===== config.mk =====
export PLATFORM = sky130hd
export DESIGN_NAME = secagg_top
export DESIGN_NICKNAME = d
export VERILOG_FILES = /design/src/rtl/secagg_pkg.sv /design/src/rtl/secagg_sticky.sv /design/src/rtl/secagg_mpc.sv /design/src/rtl/secagg_ppc.sv /design/src/rtl/secagg_msc.sv /design/src/rtl/secagg_top.sv
export SDC_FILE = /design/constraint.sdc
export NUM_CORES = 1
export LEC_CHECK = 0
export BUFFER_PORTS_ARGS = -buffer_cell sky130_fd_sc_hd__buf_2
export CAP_MARGIN = 20
export CORE_MARGIN = 4
export CORE_UTILIZATION = 45
export DETAILED_ROUTE_END_ITERATION = 12
export PLACE_DENSITY_LB_ADDON = 0.25
export SETUP_SLACK_MARGIN = 0.3
export SLEW_MARGIN = 20
export SYNTH_ARGS = -nofsm -noshare
export SYNTH_HDL_FRONTEND = slang
export SYNTH_HIERARCHICAL = 1
export SYNTH_SLANG_ARGS = --single-unit

===== constraint.sdc =====
create_clock -name clk -period 2.7 [get_ports clk]
set_input_delay 0.54 -clock clk [delete_from_list [all_inputs] [get_ports clk]]
set_output_delay 0.54 -clock clk [all_outputs]
set_load 0.005 [all_outputs]

===== src/rtl/secagg_pkg.sv =====
package secagg_pkg;
  localparam int WORD_W    = 32;
  localparam int XBASE     = 16;
  localparam int APB_N     = 2;
  localparam int APBX_BASE = 4;
  localparam int AHBX_BASE = 20;

  // Positions of protection-controller bits inside the status word
  function automatic logic [WORD_W-1:0] ppc_map(input int nx);
    logic [WORD_W-1:0] m;
    m = '0;
    for (int i = 0; i < APB_N; i++) m[i] = 1'b1;
    for (int i = 0; i < nx; i++) begin
      m[APBX_BASE+i] = 1'b1;
      m[AHBX_BASE+i] = 1'b1;
    end
    return m;
  endfunction

  // Positions of expansion bits starting at XBASE
  function automatic logic [WORD_W-1:0] xmap(input int n);
    logic [WORD_W-1:0] m;
    m = '0;
    for (int i = 0; i < n; i++) m[XBASE+i] = 1'b1;
    return m;
  endfunction
endpackage


===== src/rtl/secagg_sticky.sv =====
module secagg_sticky #(
  parameter int W = 32
) (
  input  logic         clk,
  input  logic         rst,
  input  logic [W-1:0] set_i,
  input  logic         clr_we_i,
  input  logic [W-1:0] clr_i,
  output logic [W-1:0] q_o
);
  logic [W-1:0] q;
  logic [W-1:0] clr_eff;

  // set has priority: a bit whose source is high cannot be cleared
  always_comb clr_eff = clr_we_i ? clr_i : '0;

  always_ff @(posedge clk) begin
    if (rst) q <= '0;
    else     q <= set_i | (q & ~clr_eff);
  end

  assign q_o = q;
endmodule


===== src/rtl/secagg_mpc.sv =====
module secagg_mpc
  import secagg_pkg::*;
#(
  parameter int N_MPC  = 2,
  parameter int N_XMPC = 4
) (
  input  logic              clk,
  input  logic              rst,
  input  logic [N_MPC-1:0]  lvl_i,
  input  logic [N_XMPC-1:0] xlvl_i,
  output logic [WORD_W-1:0] stat_o
);
  logic [WORD_W-1:0] word;
  logic [WORD_W-1:0] stat_q;

  always_comb begin
    word = '0;
    word[N_MPC-1:0]      = lvl_i;
    word[XBASE +: N_XMPC] = xlvl_i;
  end

  always_ff @(posedge clk) begin
    if (rst) stat_q <= '0;
    else     stat_q <= word;
  end

  assign stat_o = stat_q;
endmodule


===== src/rtl/secagg_ppc.sv =====
module secagg_ppc
  import secagg_pkg::*;
#(
  parameter int N_XPPC = 4
) (
  input  logic              clk,
  input  logic              rst,
  input  logic [APB_N-1:0]  apb_lvl_i,
  input  logic [N_XPPC-1:0] apbx_lvl_i,
  input  logic [N_XPPC-1:0] ahbx_lvl_i,
  input  logic [WORD_W-1:0] wdata_i,
  input  logic              en_we_i,
  input  logic              clr_we_i,
  output logic [WORD_W-1:0] stat_o,
  output logic [WORD_W-1:0] en_o,
  output logic [APB_N-1:0]  apb_en_o,
  output logic [APB_N-1:0]  apb_clr_o,
  output logic [N_XPPC-1:0] apbx_en_o,
  output logic [N_XPPC-1:0] apbx_clr_o,
  output logic [N_XPPC-1:0] ahbx_en_o,
  output logic [N_XPPC-1:0] ahbx_clr_o
);
  localparam logic [WORD_W-1:0] MAP = ppc_map(N_XPPC);

  logic [WORD_W-1:0] src;
  logic [WORD_W-1:0] en_q;

  always_comb begin
    src = '0;
    src[APB_N-1:0]           = apb_lvl_i;
    src[APBX_BASE +: N_XPPC] = apbx_lvl_i;
    src[AHBX_BASE +: N_XPPC] = ahbx_lvl_i;
  end

  secagg_sticky #(.W(WORD_W)) u_stat (
    .clk      (clk),
    .rst      (rst),
    .set_i    (src),
    .clr_we_i (clr_we_i),
    .clr_i    (wdata_i & MAP),
    .q_o      (stat_o)
  );

  always_ff @(posedge clk) begin
    if (rst)          en_q <= '0;
    else if (en_we_i) en_q <= wdata_i & MAP;
  end

  assign en_o = en_q;

  // fan the word bits back out to each controller
  genvar g;
  generate
    for (g = 0; g < APB_N; g++) begin : g_apb
      assign apb_en_o[g]  = en_q[g];
      assign apb_clr_o[g] = stat_o[g];
    end
    for (g = 0; g < N_XPPC; g++) begin : g_exp
      assign apbx_en_o[g]  = en_q[APBX_BASE+g];
      assign apbx_clr_o[g] = stat_o[APBX_BASE+g];
      assign ahbx_en_o[g]  = en_q[AHBX_BASE+g];
      assign ahbx_clr_o[g] = stat_o[AHBX_BASE+g];
    end
  endgenerate
endmodule


===== src/rtl/secagg_msc.sv =====
module secagg_msc
  import secagg_pkg::*;
#(
  parameter int N_XMSC = 4
) (
  input  logic              clk,
  input  logic              rst,
  input  logic [N_XMSC-1:0] xlvl_i,
  input  logic [WORD_W-1:0] wdata_i,
  input  logic              en_we_i,
  input  logic              clr_we_i,
  input  logic              ns_we_i,
  output logic [WORD_W-1:0] stat_o,
  output logic [WORD_W-1:0] en_o,
  output logic [N_XMSC-1:0] clr_o,
  output logic [N_XMSC-1:0] ns_o,
  output logic              irq_o
);
  localparam logic [WORD_W-1:0] MAP = xmap(N_XMSC);

  logic [WORD_W-1:0] stat_d, stat_q;
  logic [WORD_W-1:0] en_d, en_q;
  logic [N_XMSC-1:0] clr_q, ns_q;
  logic              irq_q;

  always_comb begin
    stat_d = '0;
    stat_d[XBASE +: N_XMSC] = xlvl_i;
    en_d = en_we_i ? (wdata_i & MAP) : en_q;
  end

  always_ff @(posedge clk) begin
    if (rst) begin
      stat_q <= '0;
      en_q   <= '0;
      clr_q  <= '0;
      ns_q   <= '0;
      irq_q  <= 1'b0;
    end else begin
      stat_q <= stat_d;
      en_q   <= en_d;
      irq_q  <= |(stat_d & en_d);
      if (clr_we_i) clr_q <= wdata_i[XBASE +: N_XMSC];
      if (ns_we_i)  ns_q  <= wdata_i[XBASE +: N_XMSC];
    end
  end

  assign stat_o = stat_q;
  assign en_o   = en_q;
  assign clr_o  = clr_q;
  assign ns_o   = ns_q;
  assign irq_o  = irq_q;
endmodule


===== src/rtl/secagg_top.sv =====
module secagg_top
  import secagg_pkg::*;
#(
  parameter int N_MPC  = 2,
  parameter int N_XMPC = 4,
  parameter int N_XPPC = 4,
  parameter int N_XMSC = 4
) (
  input  logic              clk,
  input  logic              rst,
  input  logic [N_MPC-1:0]  mpc_lvl_i,
  input  logic [N_XMPC-1:0] mpcx_lvl_i,
  input  logic [1:0]        ppc_apb_lvl_i,
  input  logic [N_XPPC-1:0] ppc_apbx_lvl_i,
  input  logic [N_XPPC-1:0] ppc_ahbx_lvl_i,
  input  logic [N_XMSC-1:0] mscx_lvl_i,
  input  logic [31:0]       wdata_i,
  input  logic              ppc_en_we_i,
  input  logic              ppc_clr_we_i,
  input  logic              msc_en_we_i,
  input  logic              msc_clr_we_i,
  input  logic              msc_ns_we_i,
  output logic [31:0]       mpc_stat_o,
  output logic [31:0]       ppc_stat_o,
  output logic [31:0]       ppc_en_o,
  output logic [31:0]       msc_stat_o,
  output logic [31:0]       msc_en_o,
  output logic [1:0]        ppc_apb_en_o,
  output logic [1:0]        ppc_apb_clr_o,
  output logic [N_XPPC-1:0] ppc_apbx_en_o,
  output logic [N_XPPC-1:0] ppc_apbx_clr_o,
  output logic [N_XPPC-1:0] ppc_ahbx_en_o,
  output logic [N_XPPC-1:0] ppc_ahbx_clr_o,
  output logic [N_XMSC-1:0] mscx_clr_o,
  output logic [N_XMSC-1:0] mscx_ns_o,
  output logic              msc_irq_o
);
  secagg_mpc #(.N_MPC(N_MPC), .N_XMPC(N_XMPC)) u_mpc (
    .clk    (clk),
    .rst    (rst),
    .lvl_i  (mpc_lvl_i),
    .xlvl_i (mpcx_lvl_i),
    .stat_o (mpc_stat_o)
  );

  secagg_ppc #(.N_XPPC(N_XPPC)) u_ppc (
    .clk        (clk),
    .rst        (rst),
    .apb_lvl_i  (ppc_apb_lvl_i),
    .apbx_lvl_i (ppc_apbx_lvl_i),
    .ahbx_lvl_i (ppc_ahbx_lvl_i),
    .wdata_i    (wdata_i),
    .en_we_i    (ppc_en_we_i),
    .clr_we_i   (ppc_clr_we_i),
    .stat_o     (ppc_stat_o),
    .en_o       (ppc_en_o),
    .apb_en_o   (ppc_apb_en_o),
    .apb_clr_o  (ppc_apb_clr_o),
    .apbx_en_o  (ppc_apbx_en_o),
    .apbx_clr_o (ppc_apbx_clr_o),
    .ahbx_en_o  (ppc_ahbx_en_o),
    .ahbx_clr_o (ppc_ahbx_clr_o)
  );

  secagg_msc #(.N_XMSC(N_XMSC)) u_msc (
    .clk      (clk),
    .rst      (rst),
    .xlvl_i   (mscx_lvl_i),
    .wdata_i  (wdata_i),
    .en_we_i  (msc_en_we_i),
    .clr_we_i (msc_clr_we_i),
    .ns_we_i  (msc_ns_we_i),
    .stat_o   (msc_stat_o),
    .en_o     (msc_en_o),
    .clr_o    (mscx_clr_o),
    .ns_o     (mscx_ns_o),
    .irq_o    (msc_irq_o)
  );
endmodule


# Yosys cells after proc, flatten, opt, wreduce, memory -nomap -nowiden

Cells that the tools add are included.

Input port bits: 59
Logic and storage cells: 17
Output and inout bits: 189
Register bits: 147

Bitwise operators: 4
Reduce and logical (&&, ||, !) cells: 1
Muxes and demuxes: 2

Operators with widths:

| cell                          | number |
|---|---|
| bitwise AND 20 x 32 -> 32 bit | 1 |
| bitwise AND 32 bit            | 1 |
| 2-to-1 mux 32 bit             | 1 |
| NOT 32 bit                    | 1 |
| bitwise OR 24 x 32 -> 32 bit  | 1 |
| OR reduction 32 bit           | 1 |
| 2-to-1 mux 24 bit             | 1 |

# Longest topological paths before layout

Depth in word-level cells: 4
Gate-level depth with buffers: 4
Mapped depth without buffers: 3

# Hierarchy

Netlist, hierarchy kept.

By module, submodules not included:

| module        | area each (µm²) | cells each | sequential area each (µm²) | instances |
|---|---|---|---|---|
| secagg_sticky | 1416.4          | 134        | 640.6                      | 1 |
| secagg_msc    | 1013.5          | 114        | 340.3                      | 1 |
| secagg_ppc    | 671.9           | 75         | 200.2                      | 1 |
| secagg_mpc    | 356.6           | 39         | 120.1                      | 1 |

# Worst setup path before layout

No wires, ideal clock.

Kind: input to register
Start: input port msc_en_we_i
End: register u_msc.irq_q (netlist: u_msc/irq_o)
Path buffers: 1
Slack: 1475 ps
Setup time: 115 ps
Stages: 4
Arrival: 1110 ps
Data required time: 2585 ps
Cells stage by stage: buf_6 -> mux2i_2 -> o22ai_1 -> o21ba_1

Longest elaborated chain between the ends: 3

Ends and longest elaborated chain:

| element                       | RTL line         | source |
|---|---|---|
| start, declared               | secagg_top.sv:20 | `input logic msc_en_we_i,` |
| 2-to-1 mux 32 bit             | secagg_msc.sv:29 | `en_d = en_we_i ? (wdata_i & MAP) : en_q;` |
| bitwise AND 20 x 32 -> 32 bit | secagg_msc.sv:42 | `irq_q <= \|(stat_d & en_d);` |
| OR reduction 32 bit           | secagg_msc.sv:42 |  |
| end signal, assigned          | secagg_msc.sv:42 |  |
| end, declared                 | secagg_msc.sv:24 | `logic irq_q;` |

Every way passes these cells.
A chain may end at the register's enable or synchronous reset.

# Final worst setup path

Start: register u_ppc.u_stat.q[4] (netlist: u_ppc/u_stat/q_o[4])
End: output port ppc_stat_o[4]

RTL lines:

| element                | RTL line            | source |
|---|---|---|
| start, declared        | secagg_sticky.sv:11 | `logic [W-1:0] q;` |
| start signal, assigned | secagg_sticky.sv:19 | `else q <= set_i \| (q & ~clr_eff);` |
| end, declared          | secagg_top.sv:24    | `output logic [31:0] ppc_stat_o,` |

No word-level cell between the ends.

==> out/results.ini <==
[sta]
setup_violations=0
hold_viol_final=0
drv_slew=0
grt_setup_unrepaired=false
final.min_clock_period_ns=1.38
timing.fmax_mhz=725
fin_skew_ns=0.00751
setup-tns-final_ns=0
slew_headroom=0.525
worst_pin_slew_ns=0.712
fin_crit_sh=0.511

[logic_synthesis]
synth_seq_cells=65
synthesis.area_per_instance_um2=9.55
ys.warnings.count=6
syn_inst=362
yosysSeqAreaShare=0.376
synth_area_um2=3460
yosysUniqueCellTypes=17

[grt]
grt_overflow=0
grt_pass1_wl_um=9550
grtUsageTotal=0.137
grt_antenna_before_repair=0
grt_pass1_vias=2078
grt_max_degree=39

[clocking]
clkSlewWorstSetupHoldPaths_ns=0.08
postCtsSetupBuffers=0
cts_hold_repair.buffers=0
cts_tree=done
clk_latency_ns=0.34
clockBufferDepth=2
cts_buffers=9
clockRootBuffer=clkbuf_8
cts_resized=0
cts-htree-levels=3
clock_sink_count=65

[final_layout]
diodes=0
syn_to_final_growth_pct=15.5
finalNonFillerCells=636
mostFrequentLayoutCell=conb_1
final_cell_mix=conb_1, buf_2, dfxtp_1, nor2_1, inv_1
layout-drive-gt1-share=0.328
nets=591

[worst_setup_path]
reg2reg_slack_ns=1.81
reg2reg_to=u_msc/irq_o
cp-end-kind=primary output
cp-start-kind=flip-flop
arrival_ns=0.84
path_max_fanout=3
crit_type=flip-flop to primary output
reg2reg_depth=3
crit_buf_inv=1
required_ns=2.16
cp_slowest_stage_delay_ns=0.37
worstPathCellList=buf_2
slowest_stage=dfxtp_1
r2r-start=u_msc/en_o[18]
crit_family=flip-flops

[pwr]
p_leak_nw=2.17
ir_drop_uv=326
p_per_area_nw_per_um2=527

[floorplan]
core-area_um2=7370
die_x_um=95.7
rows=31
dieArea_um2=9150
start_util=0.469
pin_count=248
die_h_um=95.7

[place]
finalWeightedCongestion=0.706
hpwlAfterDp_um=5150
dp.cells=620
io_buffer_count=125

[min_path]
whs_path_depth=2
hp-class=input port to flip-flop
min_from=mpcx_lvl_i[0]
hold_path_end=u_mpc/stat_o[16]

[drt]
dr.pass1.iters=4
wl_per_cell_um=10.2
antenna_left=0
drc=0
drt_wl_total_um=6500
viasPerCell=3.70
num_vias=2353
drtIter0Drc=40

[run]
maxCapViolCount=0

[outcome]
status=complete, no violations

## registers in the layout, summed over array words and instances (netlist names)
signal / cells
u_msc/en_o: 4
u_msc/ns_o: 4
u_ppc/en_o: 10
u_mpc/stat_o: 6
u_ppc/u_stat/q_o: 32
u_msc/clr_o: 4
u_msc/irq_o: 1
u_msc/stat_o: 4
## through the flow
step           worst slack, ns  utilization  power (mW)  hold WS [ns]  instance area, µm²
3_5_place_dp              1.16        0.519        1.42         0.475                3820
3_3_place_gp              1.21        0.519        1.41         0.469                3820
4_1_cts                   1.28        0.542        2.14         0.389                3990
6_report                  1.32        0.542        2.10         0.409                3990
5_1_grt                   1.22        0.542        2.25         0.391                3990
2_1_floorplan             1.48            -        1.41         0.483                4090
## routing by layer
| metal | part of all wire | routed length (µm) | GRT usage |
|---|---|---|---|
| met1 | 0.37 | 2380 | 0.143 |
| met2 | 0.50 | 3230 | 0.239 |
| met3 | 0.12 | 804 | 0.0576 |
| met4 | 0.014 | 92 | 0.0604 |
| met5 | 0 | 0 | 0 |
## power by group
part           switching [mW]  internal [mW]
clock                   0.381          0.330
sequential             0.0317           1.02
combinational           0.193          0.145
## worst reg2reg max path, stage by stage (launching register included)
cell and delay (ns):
dfxtp_1 0.31, mux2i_1 0.18, o22ai_1 0.11, o21ba_1 0.19
## cell families after synthesis
kind of cell	Yosys count	share of synthesized area
flip-flops	65	0.376
multiplexers	22	0.0648
AO/OA/AOI/OAI	35	0.142
AND/OR/NAND/NOR	64	0.0738
buffers and inverters	173	0.340
other	3	0.00326
## cell usage after synthesis
library cell | number | area, µm²
buf_4 | 124 | 931
nor2b_1 | 6 | 37.5
a311oi_2 | 30 | 450
clkbuf_1 | 3 | 11.3
buf_6 | 8 | 90.1
nor2_1 | 58 | 218
clkinv_1 | 1 | 3.75
o22ai_1 | 2 | 12.5
mux2i_2 | 1 | 13.8
buf_2 | 1 | 5.00
conb_1 | 3 | 11.3
mux2i_1 | 21 | 210
buf_1 | 1 | 3.75
o21ba_1 | 1 | 10.0
inv_1 | 35 | 131
a311oi_1 | 2 | 17.5
dfxtp_1 | 65 | 1300
## worst max path at each step
stage	from	to	cells after the start
6_report	u_ppc/u_stat/q_o[4]	ppc_stat_o[4]	1
5_1_grt	u_ppc/u_stat/q_o[4]	ppc_apbx_clr_o[0]	1
4_1_cts	u_ppc/u_stat/q_o[4]	ppc_stat_o[4]	1
3_5_place_dp	ppc_clr_we_i	u_ppc/u_stat/q_o[21]	2
3_3_place_gp	ppc_clr_we_i	u_ppc/u_stat/q_o[4]	2
2_1_floorplan	msc_en_we_i	u_msc/irq_o	4
## cell type report
class                           instances  area (µm²)
Clock inverter                          7        46.3
Inverter                               36         135
Multi-Input combinational cell        291        1610
Timing Repair Buffer                  129         656
Clock buffer                            9         124
Sequential cell                        65        1300
Tap cell                               99         124
Fill cell                             691        3380
No activity file was read; power rests on OpenSTA's default activity.
